### config.mk
export PLATFORM = sky130hd
export DESIGN_NAME = simd_seq
export DESIGN_NICKNAME = d
export VERILOG_FILES = /design/src/rtl/seq_pkg.sv /design/src/rtl/seq_decode.sv /design/src/rtl/seq_branch.sv /design/src/rtl/seq_ea_mux.sv /design/src/rtl/seq_fsm.sv /design/src/rtl/simd_seq.sv
export SDC_FILE = /design/constraint.sdc
export NUM_CORES = 1
export LEC_CHECK = 0
export CORE_ASPECT_RATIO = 0.8
export CORE_MARGIN = 8
export CORE_UTILIZATION = 24
export DETAILED_ROUTE_END_ITERATION = 12
export GPL_TIMING_DRIVEN = 0
export PLACE_DENSITY_LB_ADDON = 0.1
export SYNTH_ARGS = -nofsm -noshare
export SYNTH_HDL_FRONTEND = slang
export SYNTH_HIERARCHICAL = 1
export SYNTH_SLANG_ARGS = --single-unit
### constraint.sdc
create_clock -name clk -period 2.6 [get_ports clk]
set_input_delay 0.52 -clock clk [delete_from_list [all_inputs] [get_ports clk]]
set_output_delay 0.52 -clock clk [all_outputs]
set_load 0.03 [all_outputs]
### src/rtl/seq_pkg.sv
package seq_pkg;
    typedef enum logic [2:0] {
        ST_FETCH  = 3'd0,
        ST_DECODE = 3'd1,
        ST_EXEC   = 3'd2,
        ST_WB     = 3'd3,
        ST_HALT   = 3'd4
    } seq_state_t;

    localparam logic [7:0] OP_LD   = 8'h01;
    localparam logic [7:0] OP_ST   = 8'h02;
    localparam logic [7:0] OP_LDX  = 8'h03;
    localparam logic [7:0] OP_STX  = 8'h04;
    localparam logic [7:0] OP_LDW  = 8'h05;
    localparam logic [7:0] OP_JMP  = 8'h20;
    localparam logic [7:0] OP_JZ   = 8'h21;
    localparam logic [7:0] OP_JNZ  = 8'h22;
    localparam logic [7:0] OP_SYS  = 8'h3F;
    localparam int         STOP_ARG = 4;

    function automatic logic op_reads(input logic [7:0] op);
        return (op == OP_LD) || (op == OP_LDW) || (op == OP_LDX);
    endfunction

    function automatic logic op_writes(input logic [7:0] op);
        return (op == OP_ST) || (op == OP_STX);
    endfunction

    function automatic logic op_indexed(input logic [7:0] op);
        return (op == OP_LDX) || (op == OP_STX);
    endfunction
endpackage

### src/rtl/seq_decode.sv
module seq_decode #(
    parameter int DW  = 32,
    parameter int OPW = 8,
    parameter int RW  = 5,
    localparam int A1W = DW - OPW - 2 * RW
) (
    input  logic [DW-1:0]  ir,
    output logic [OPW-1:0] op,
    output logic [A1W-1:0] a1,
    output logic [RW-1:0]  a2,
    output logic [RW-1:0]  a3
);
    localparam int A3_LO = 0;
    localparam int A2_LO = RW;
    localparam int A1_LO = 2 * RW;
    localparam int OP_LO = DW - OPW;

    always_comb begin
        op = ir[OP_LO +: OPW];
        a1 = ir[A1_LO +: A1W];
        a2 = ir[A2_LO +: RW];
        a3 = ir[A3_LO +: RW];
    end
endmodule

### src/rtl/seq_branch.sv
module seq_branch #(
    parameter int AW    = 14,
    parameter int OPW   = 8,
    parameter int LANES = 4
) (
    input  logic [OPW-1:0]   op,
    input  logic [AW-1:0]    target,
    input  logic [AW-1:0]    pc,
    input  logic [LANES-1:0] lane_zero,
    output logic [AW-1:0]    pc_next
);
    import seq_pkg::*;

    logic all_zero;
    logic none_zero;
    logic [AW-1:0] pc_inc;

    always_comb begin
        all_zero  = &lane_zero;
        none_zero = ~|lane_zero;
        pc_inc    = pc + AW'(1);
        if (op == OP_JMP)
            pc_next = target;
        else if (op == OP_JZ)
            pc_next = all_zero ? target : pc_inc;
        else if (op == OP_JNZ)
            pc_next = none_zero ? target : pc_inc;
        else
            pc_next = pc_inc;
    end
endmodule

### src/rtl/seq_ea_mux.sv
module seq_ea_mux #(
    parameter int DW    = 32,
    parameter int AW    = 14,
    parameter int LANES = 4,
    localparam int LSW  = (LANES > 1) ? $clog2(LANES) : 1
) (
    input  logic [LANES*DW-1:0] lane_ea,
    input  logic [LSW-1:0]      sel,
    output logic [AW-1:0]       ea
);
    logic [AW-1:0] trunc [LANES];

    for (genvar k = 0; k < LANES; k++) begin : g_lane
        assign trunc[k] = lane_ea[k*DW +: AW];
    end

    always_comb begin
        ea = '0;
        for (int k = 0; k < LANES; k++)
            if (sel == LSW'(k)) ea = trunc[k];
    end
endmodule

### src/rtl/seq_fsm.sv
module seq_fsm #(
    parameter int OPW = 8,
    parameter int A1W = 14
) (
    input  logic           clk,
    input  logic           rst_n,
    input  logic [OPW-1:0] op,
    input  logic [A1W-1:0] a1,
    output logic           fetch,
    output logic           ir_load,
    output logic           exec,
    output logic           wb,
    output logic           pc_load,
    output logic           stopped
);
    import seq_pkg::*;

    seq_state_t state, state_nx;
    logic stop_op;

    assign stop_op = (op == OP_SYS) && (a1 == A1W'(STOP_ARG));

    always_ff @(posedge clk) begin
        if (!rst_n) state <= ST_FETCH;
        else        state <= state_nx;
    end

    always_comb begin
        state_nx = state;
        unique case (state)
            ST_FETCH:  state_nx = ST_DECODE;
            ST_DECODE: state_nx = ST_EXEC;
            ST_EXEC: begin
                if (stop_op)          state_nx = ST_HALT;
                else if (op_reads(op)) state_nx = ST_WB;
                else                  state_nx = ST_FETCH;
            end
            ST_WB:     state_nx = ST_FETCH;
            ST_HALT:   state_nx = ST_HALT;
            default:   state_nx = ST_FETCH;
        endcase
    end

    always_comb begin
        fetch   = 1'b0;
        ir_load = 1'b0;
        exec    = 1'b0;
        wb      = 1'b0;
        pc_load = 1'b0;
        stopped = 1'b0;
        unique case (state)
            ST_FETCH:  fetch = 1'b1;
            ST_DECODE: ir_load = 1'b1;
            ST_EXEC: begin
                exec    = 1'b1;
                pc_load = !stop_op;
            end
            ST_WB:     wb = 1'b1;
            ST_HALT:   stopped = 1'b1;
            default:   ;
        endcase
    end
endmodule

### src/rtl/simd_seq.sv
module simd_seq #(
    parameter int AW    = 14,
    parameter int DW    = 32,
    parameter int OPW   = 8,
    parameter int RW    = 5,
    parameter int LANES = 4,
    localparam int A1W  = DW - OPW - 2 * RW
) (
    input  logic                clk,
    input  logic                rst_n,
    output logic [AW-1:0]       mem_addr,
    output logic                mem_rd,
    output logic                mem_wr,
    input  logic [DW-1:0]       mem_rdata,
    input  logic [LANES*DW-1:0] lane_ea,
    input  logic [LANES-1:0]    lane_zero,
    output logic [OPW-1:0]      op_code,
    output logic [A1W-1:0]      fld_a1,
    output logic [RW-1:0]       fld_a2,
    output logic [RW-1:0]       fld_a3,
    output logic                exec_stb,
    output logic                wb_stb,
    output logic [AW-1:0]       pc_out,
    output logic                busy,
    output logic                halted
);
    import seq_pkg::*;

    localparam int LSW = (LANES > 1) ? $clog2(LANES) : 1;

    logic [AW-1:0] pc_q;
    logic [DW-1:0] ir_q;
    logic [AW-1:0] pc_nx;
    logic [AW-1:0] ea;
    logic [AW-1:0] a1_addr;
    logic fetch, ir_load, exec, wb, pc_load, stopped;

    assign a1_addr = fld_a1[AW-1:0];

    seq_decode #(.DW(DW), .OPW(OPW), .RW(RW)) u_dec (
        .ir (ir_q),
        .op (op_code),
        .a1 (fld_a1),
        .a2 (fld_a2),
        .a3 (fld_a3)
    );

    seq_fsm #(.OPW(OPW), .A1W(A1W)) u_fsm (
        .clk     (clk),
        .rst_n   (rst_n),
        .op      (op_code),
        .a1      (fld_a1),
        .fetch   (fetch),
        .ir_load (ir_load),
        .exec    (exec),
        .wb      (wb),
        .pc_load (pc_load),
        .stopped (stopped)
    );

    seq_branch #(.AW(AW), .OPW(OPW), .LANES(LANES)) u_br (
        .op        (op_code),
        .target    (a1_addr),
        .pc        (pc_q),
        .lane_zero (lane_zero),
        .pc_next   (pc_nx)
    );

    seq_ea_mux #(.DW(DW), .AW(AW), .LANES(LANES)) u_ea (
        .lane_ea (lane_ea),
        .sel     (fld_a1[LSW-1:0]),
        .ea      (ea)
    );

    always_ff @(posedge clk) begin
        if (!rst_n) begin
            pc_q <= '0;
            ir_q <= '0;
        end else begin
            if (ir_load) ir_q <= mem_rdata;
            if (pc_load) pc_q <= pc_nx;
        end
    end

    always_comb begin
        mem_rd   = fetch || (exec && op_reads(op_code));
        mem_wr   = exec && op_writes(op_code);
        if (fetch)                   mem_addr = pc_q;
        else if (op_indexed(op_code)) mem_addr = ea;
        else                         mem_addr = a1_addr;
    end

    assign exec_stb = exec;
    assign wb_stb   = wb;
    assign pc_out   = pc_q;
    assign halted   = stopped;
    assign busy     = !stopped;
endmodule

Yosys cells after proc, flatten, opt, wreduce, memory -nomap -nowiden --
Cells that the tools add are included.
Storage, ports and cells: flip-flop bits (word level) 49, output and inout bits 66
Operators by class: equality and inequality tests 17, muxes and demuxes 20, reduce and logical (&&, ||, !) cells 14, add/subtract/negate cells 1
Operators by type and width (number):
- 14-bit two-way mux | 11
- 8-bit by 6-bit == test with 1-bit output, second input constant | 4
- 8-bit by 2-bit == test with 1-bit output, second input constant | 2
- 8-bit by 3-bit == test with 1-bit output, second input constant | 2
- 14-bit by 1-bit adder with 14-bit output, second input constant | 1
- 14-bit by 3-bit == test with 1-bit output, second input constant | 1
- 3-bit one-hot mux with 4 select lines | 1
- 8-bit by 1-bit == test with 1-bit output, second input constant | 1
- 3-bit by 2-bit == test with 1-bit output, second input constant | 2
- 1-bit two-way mux | 6
- 1-bit logical OR | 5
- 2-bit == test, second input constant | 2
- 4-bit AND reduction | 1
- 4-bit OR reduction | 1
- 3-bit by 1-bit == test with 1-bit output, second input constant | 1
- 3-bit == test, second input constant | 1
- 1-bit logical AND | 3
- 3-bit zero test | 1
- 3-bit two-way mux | 1
- 2-bit by 1-bit == test with 1-bit output, second input constant | 1
- 1-bit zero test | 2
- 2-bit zero test | 1
- 2-bit two-way mux | 1

Depth between registers and ports, before layout --
Gate-level depths: netlist (run 1).
depth in word-level cells 7, gate-level depth with buffers 8, mapped depth without buffers 7

Hierarchy --
Netlist (run 1), hierarchy kept.
By module, submodules not included:
- simd_seq | area an instance 2372.3 um2, cells each 240, times used 1, seq. area each 920.9 um2
- seq_branch | area an instance 467.9 um2, cells each 56, times used 1, seq. area each 0.0 um2
- seq_ea_mux | area an instance 366.6 um2, cells each 17, times used 1, seq. area each 0.0 um2
- seq_decode | area an instance 240.2 um2, cells each 32, times used 1, seq. area each 0.0 um2
- seq_fsm | area an instance 232.7 um2, cells each 26, times used 1, seq. area each 60.1 um2

Least setup slack after synthesis (run 1) --
No wires, ideal clock.
kind reg-to-output, start point register u_fsm.state[1], end point output port mem_wr, slack 0.265 ns, data arrival time 1.815 ns, cell stages (with the launch flop) 4, required time 2.080 ns, cells stage by stage dfxtp_1 > nor3b_2 > nand3_1 > nor3_1
On the way: cells in the longest elaborated chain, start to end 3
Ends and longest elaborated chain:
- start: declaration | line seq_fsm.sv:18 | seq_state_t state, state_nx;
- start signal: assignment | line seq_fsm.sv:25 | else state <= state_nx;
- 3-bit by 2-bit == test with 1-bit output | line seq_fsm.sv:51 | unique case (state)
- 1-bit two-way mux | line seq_fsm.sv:51
- net exec_stb | line simd_seq.sv:21 | output logic exec_stb,
- 1-bit logical AND | line simd_seq.sv:87 | mem_wr = exec && op_writes(op_code);
- end: declaration | line simd_seq.sv:13 | output logic mem_wr,
The timed path passes the listed nets, and every way through them passes these cells.

Final worst setup path (run 1) --
start point register ir_q[10], end point output port mem_addr[9]
On the way: cells in the longest elaborated chain, start to end 7
Ends and longest elaborated chain:
- start: declaration | line simd_seq.sv:32 | logic [DW-1:0] ir_q;
- start signal: assignment | line simd_seq.sv:80 | if (ir_load) ir_q <= mem_rdata;
- 2-bit zero test | line seq_ea_mux.sv:20 | if (sel == LSW'(k)) ea = trunc[k];
- 14-bit two-way mux (3 in a row) | line seq_ea_mux.sv:20
- 14-bit two-way mux * | line seq_ea_mux.sv:20
- net ea[9] | line simd_seq.sv:34 | logic [AW-1:0] ea;
- 14-bit two-way mux * | line simd_seq.sv:89 | else if (op_indexed(op_code)) mem_addr = ea;
- 14-bit two-way mux * | line simd_seq.sv:88 | if (fetch) mem_addr = pc_q;
- end: declaration | line simd_seq.sv:11 | output logic [AW-1:0] mem_addr,
Mark *: on every way through the listed nets, which the timed path passes. The rest lies on a longest branch.

==> results.json, run 1 <==
{
  "status": "finished clean",
  "first_pass_iters": 4,
  "crit_top_cell": "buf_12",
  "timing.rr.start": "ir_q[19]",
  "path_class": "reg -> out",
  "peakVddDrop_uv": 261,
  "cp_slowest_cell": "mux4_2",
  "setup_viol": 0,
  "synth-edff-count": 0,
  "max_cap_violations": 0,
  "slowest_delay_ns": 0.48,
  "finalHoldViolCount": 0,
  "clock-root-buffer": "clkbuf_16",
  "cp.depth": 8,
  "synth-seq-area-share_pct": 26.7,
  "required_ns": 2.08,
  "p_per_area_mw_per_mm2": 424,
  "rows": 40,
  "power_leakage_nw": 2.21,
  "syn_nets": 538,
  "die_y_um": 127,
  "die-area_mm2": 0.0196,
  "start_kind": "register",
  "r2r-end": "pc_out[10]",
  "grt_pass1_wl_um": 19700,
  "die_w_um": 154,
  "crit_path_end": "mem_addr[9]",
  "grt_max_degree": 15,
  "drt-total-wl_um": 13000,
  "syn_area_per_cell_um2": 9.92,
  "antenna_left": 0,
  "synth_cells": 371,
  "cts_made_buffers": 5,
  "layout.nets": 709,
  "rr_worst_depth": 8,
  "antennaDiodeCount": 0,
  "syn_to_final_growth_pct": 59.3,
  "worst-path-max-fanout": 5,
  "drt-wirelength-per-cell_um": 17.7,
  "vias": 3345,
  "clk_latency_ns": 0.29,
  "cp.arrival_ns": 2.01,
  "fmax_mhz": 395,
  "tightest_slew_ns": 0.538,
  "nFillCells": 1496,
  "layout-drive-gt1-share_pct": 24.3,
  "holdBufCountCts": 0,
  "utilization_pct": 39.1,
  "cts_buffer_depth": 2,
  "drv_slew": 0,
  "setup_tns_ns": 0,
  "syn_area_mm2": 0.00368,
  "start_util_pct": 24.5,
  "critPathCaptureType": "output port",
  "clk_pin_slew_worst_paths_ns": 0.07,
  "clkSinkCount": 49,
  "synth_warnings": 6,
  "critPathLaunch": "ir_q[10]",
  "gr-total-overflow": 0,
  "hold_class": "reg -> reg",
  "cts_tree": "done",
  "cp_top_family": "buffers and inverters",
  "async_reset_ff_share_pct": 0,
  "pin_count": 232,
  "drc_errors": 0,
  "antenna_found_initial": 1,
  "drt_iter0_drc": 139,
  "clock_skew_ns": 0.00643,
  "dp_hpwl_um": 10400,
  "synth.distinct_cells": 43,
  "rsz0062_at_grt": "yes",
  "post_drt_via_cell_ratio": 4.57,
  "period_needed_ns": 2.53,
  "routabilityCongestion": 0.731,
  "core_mm2": 0.0150,
  "fin_crit_sh_pct": 97.3,
  "relSlewSlack_pct": 63.8,
  "layout_commonest_cell": "clkdlybuf4s50_1",
  "synth_top_flop_cell": "dfxtp_1",
  "synth-seq-cells": 49,
  "cp_cell_sequence": "buf_8 > buf_12 > buf_12 > mux4_2 > nor2b_1 > o2111ai_2 > o211ai_2 > buf_6",
  "grt_pass1_vias": 3437,
  "htreeDepth": 2,
  "layout_common_cells": "143 x clkdlybuf4s50_1, 56 x nor2b_1, 48 x dfxtp_1",
  "grt.total_usage_pct": 12.7,
  "r2r_slack_ns": 0.19,
  "crit_buf_inv": 4,
  "numPortBuffers": 159
}
[repair_timing]
item / 4_1_cts / 5_1_grt
pin swaps: 2 / 6
setup buffers: 3 / 2
endpoints found under the setup margin: 16 / 10
cloned: 1 / 0
resized for setup: 99 / 22
[report_power, final]
part | switching [mW] | internal [mW]
registers | 0.0278 | 0.791
clock network | 0.292 | 0.482
logic | 0.426 | 0.470
[kinds of logic after synthesis]
group                      count (synthesis)  share of synthesized area (%)
AOI/OAI and AO/OA                         36                           9.90
DFF                                       49                           26.7
buffers and inverters                     62                           11.2
muxes                                     74                           26.7
adders and majority gates                  1                          0.340
xor gates and xnor gates                  13                           3.09
and+or+nand+nor                          136                           22.2
[worst register-to-register path, cell delays in order (launching register included)]
cell	delay [ns]
dfxtp_1	0.34
buf_4	0.16
nor4_1	0.50
nand4_1	0.25
o31a_2	0.39
buf_2	0.17
buf_2	0.25
mux2i_1	0.20
nor2b_1	0.06
[metrics by stage]
step           worst slack (ns)  total power, mW  area, um2  std cells  hold slack [ns]
2_1_floorplan             0.265             1.33       3680        371            0.483
3_5_place_dp             -0.606             1.69       5510        719            0.506
6_report                 0.0692             2.49       5860        732            0.519
5_1_grt                 -0.0161             2.62       5860        732            0.549
3_3_place_gp             -0.562             1.68       5510        719            0.499
4_1_cts                 -0.0134             2.50       5770        730            0.526
[Yosys cell counts (2+ instances only)]
master / instances / share of area (%)
nor4b_1: 2 / 0.48
nand2_1: 22 / 2.2
o211ai_2: 10 / 3.4
nor3_1: 6 / 0.82
xnor2_1: 5 / 1.2
buf_2: 10 / 1.4
nor2b_1: 60 / 10
and3b_1: 2 / 0.48
nor3b_1: 3 / 0.61
xor2_1: 8 / 1.9
buf_4: 32 / 6.5
inv_1: 5 / 0.51
nand3_1: 6 / 0.82
nand2b_1: 15 / 2.6
clkbuf_1: 10 / 1.0
mux2_4: 9 / 3.7
mux4_1: 4 / 2.9
o211ai_1: 4 / 0.82
dfxtp_1: 49 / 27
mux2_2: 4 / 1.2
nor2_1: 5 / 0.51
o2111ai_1: 14 / 3.3
buf_6: 4 / 1.2
nor4_1: 4 / 0.68
mux4_2: 10 / 6.1
nand4_1: 4 / 0.68
nor3b_2: 2 / 0.68
mux2i_1: 47 / 13
[registers in the layout (all words and copies together), names as in the netlist]
| register | count |
|---|---|
| ir_q | 32 |
| pc_out | 14 |
| u_fsm/state | 3 |
[area by class of cell]
type	instances	area [um2]	area share, %
Clock buffer	7	143	2.43
Inverter	5	18.8	0.320
Sequential cell	49	982	16.8
Multi-Input combinational cell	260	2390	40.8
Buffer	56	398	6.79
Tap cell	189	236	4.03
Clock inverter	1	30.0	0.512
Timing Repair Buffer	165	1660	28.3
[worst min-delay path by stage]
stage / depth (start not counted) / start / slack (ns) / endpoint
2_1_floorplan: 1 / u_fsm/state[2] / 0.48 / u_fsm/state[0]
3_3_place_gp: 2 / ir_q[23] / 0.50 / ir_q[23]
3_5_place_dp: 2 / ir_q[30] / 0.51 / ir_q[30]
4_1_cts: 2 / ir_q[30] / 0.53 / ir_q[30]
5_1_grt: 2 / ir_q[28] / 0.55 / ir_q[28]
6_report: 2 / ir_q[22] / 0.52 / ir_q[22]
[metal layers]
metal,vias to the layer above,global-route usage (%),wire [um]
met2,77,21.1,6080
met3,8,4.04,791
met4,0,2.07,89
li1,1654,-,-
met1,1606,16.2,6010
met5,-,0,0
Note: power is estimated with default switching activity, not from simulation.
==> inputs of run 2 (changes only) <==
--- a/config.mk
+++ b/config.mk
@@ -11,6 +11,7 @@
 export DETAILED_ROUTE_END_ITERATION = 12
 export GPL_TIMING_DRIVEN = 0
 export PLACE_DENSITY_LB_ADDON = 0.1
+export SETUP_SLACK_MARGIN = 0.15
 export SYNTH_ARGS = -nofsm -noshare
 export SYNTH_HDL_FRONTEND = slang
 export SYNTH_HIERARCHICAL = 1
==> run 2 against run 1 <==
Net effect:
- first-iteration DRC count rose by 12%
- critical path depth increased by 1
- worst setup slack lost 0.056 ns
- register-to-register slack better by 0.12 ns
- largest cell class unchanged
==> results.json, run 2 (synthesis gave the netlist of run 1 again) <==
{
  "antenna_left": 0,
  "die_w_um": 154,
  "utilization_pct": 39.7,
  "pin_count": 232,
  "drt_iter0_drc": 155,
  "post_drt_via_cell_ratio": 4.56,
  "clkSinkCount": 49,
  "grt_pass1_vias": 3468,
  "syn_to_final_growth_pct": 61.8,
  "p_total_mw": 2.52,
  "finalHoldViolCount": 0,
  "relSlewSlack_pct": 68.0,
  "tightest_slew_ns": 0.476,
  "drt-wirelength-per-cell_um": 17.7,
  "p_int_mw": 1.76,
  "worst-path-max-fanout": 5,
  "layout.nets": 716,
  "core_mm2": 0.0150,
  "antenna_found_initial": 1,
  "grt_pass1_wl_um": 19900,
  "required_ns": 2.08,
  "p_sw_mw": 0.753,
  "fmax_mhz": 387,
  "layout-drive-gt1-share_pct": 26.5,
  "cts_made_buffers": 5,
  "power_frac_comb_pct": 36.7,
  "grt.total_usage_pct": 12.9,
  "die-area_mm2": 0.0196,
  "final_cells": 739,
  "gr-total-overflow": 0,
  "layout_common_cells": "141 x clkdlybuf4s50_1, 56 x nor2b_1, 48 x dfxtp_1",
  "setup_viol": 0,
  "clk_pin_slew_worst_paths_ns": 0.07,
  "largest_register_ffs": 32,
  "cp.arrival_ns": 2.07,
  "fin_worst_hold_slack_ns": 0.519,
  "fin_crit_sh_pct": 99.5,
  "status": "finished clean",
  "clock-root-buffer": "clkbuf_16",
  "drt-total-wl_um": 13100,
  "routabilityCongestion": 0.731,
  "die_y_um": 127,
  "rows": 40,
  "htreeDepth": 2,
  "numPortBuffers": 159,
  "dp_hpwl_um": 10400,
  "rsz0062_at_grt": "yes",
  "drv_slew": 0,
  "period_needed_ns": 2.59,
  "max_cap_violations": 0,
  "p_sw_share_pct": 29.9,
  "cts_tree": "done",
  "layout_commonest_cell": "clkdlybuf4s50_1",
  "top_register": "ir_q",
  "critPathCaptureType": "output port",
  "cts_buffer_depth": 2,
  "peakVddDrop_uv": 261,
  "path_class": "reg -> out",
  "clock_power_share_pct": 30.7,
  "hold_class": "reg -> reg",
  "start_kind": "register",
  "first_pass_iters": 4,
  "drc_errors": 0,
  "start_util_pct": 24.5,
  "grt_max_degree": 15,
  "vias": 3369,
  "antennaDiodeCount": 0,
  "clk_latency_ns": 0.29,
  "power_leakage_nw": 2.26,
  "clock_skew_ns": 0.00682,
  "place_inst": 719,
  "p_seq_share_pct": 32.5,
  "p_per_area_mw_per_mm2": 423
}
-- run 2: cell types whose count changed in the layout (fill, tap and decap cells not counted), moves of 2 or more --
| cell | before | now |
|---|---|---|
| buf_2 | 13 | 9 |
| buf_4 | 35 | 42 |
| mux4_2 | 10 | 14 |
| buf_6 | 11 | 15 |
| clkdlybuf4s50_1 | 143 | 141 |
| mux4_1 | 4 | 0 |
-- run 2: metal layers --
| layer | GRT usage (%) | vias to the layer above | share of wire (%) |
|---|---|---|---|
| li1 | - | 1664 | - |
| met1 | 16.5 | 1614 | 46 |
| met2 | 21.3 | 83 | 47 |
| met3 | 4.00 | 8 | 6.1 |
| met4 | 2.07 | 0 | 0.68 |
| met5 | 0 | - | 0 |
-- run 2: through the flow --
step | setup TNS [ns] | cell area (um2) | setup WS, ns
3_3_place_gp | -7.41 | 5510 | -0.562
4_1_cts | -0.140 | 5830 | -0.0345
6_report | 0 | 5950 | 0.0130
2_1_floorplan | 0 | 3680 | 0.265
5_1_grt | -0.517 | 5950 | -0.0904
3_5_place_dp | -8.00 | 5510 | -0.606
-- run 2: worst paths after layout --
check           start           to  cells after the start  slack [ns]
min reg2reg  ir_q[22]     ir_q[22]                      2        0.52
max reg2reg  ir_q[27]   pc_out[10]                      8        0.31
max          ir_q[10]  mem_addr[3]                      9        0.01
min          ir_q[22]     ir_q[22]                      2        0.52
-- run 2: repair_timing --
item | CTS | global route
pin swaps | 8 | 12
setup endpoints to repair | 26 | 21
resized for setup | 121 | 17
cloned | 1 | 0
hold buffers | 0 | 0
setup buffers | 4 | 7
-- run 2: final cells by class --
cell class	instances	area, um2
plain buffers	57	407
multi-input cells	260	2400
clock buffers	7	143
flip-flops and latches	49	982
well taps	189	236
fillers	1492	9060
clock inverters	1	30.0
inverters	5	18.8
repair buffers	171	1740
-- run 2: worst max-delay path: stages (launching register included) --
cell       delay, ns
dfxtp_2         0.33
buf_6           0.11
buf_8           0.12
buf_12          0.10
buf_16          0.11
mux4_2          0.49
nor2b_1         0.15
o2111ai_2       0.08
o211ai_2        0.12
buf_6           0.15
-- run 2: power groups by stage --
stage                     clock network [mW]  registers (mW)  logic [mW]
final                                  0.773           0.819       0.924
after global routing                   0.837           0.825       0.984
after CTS                              0.805           0.819       0.903
after detailed placement                   0           0.833       0.853
after global placement                     0           0.832       0.847
after floorplan                            0           0.829       0.501
==> inputs of run 3 (changes only) <==
--- a/config.mk
+++ b/config.mk
@@ -8,6 +8,7 @@
 export CORE_ASPECT_RATIO = 0.8
 export CORE_MARGIN = 8
 export CORE_UTILIZATION = 24
+export CTS_CLUSTER_DIAMETER = 80
 export DETAILED_ROUTE_END_ITERATION = 12
 export GPL_TIMING_DRIVEN = 0
 export PLACE_DENSITY_LB_ADDON = 0.1
==> results of run 3 <==
Same layout as run 2: the final DEF is identical, and so are final timing and power.
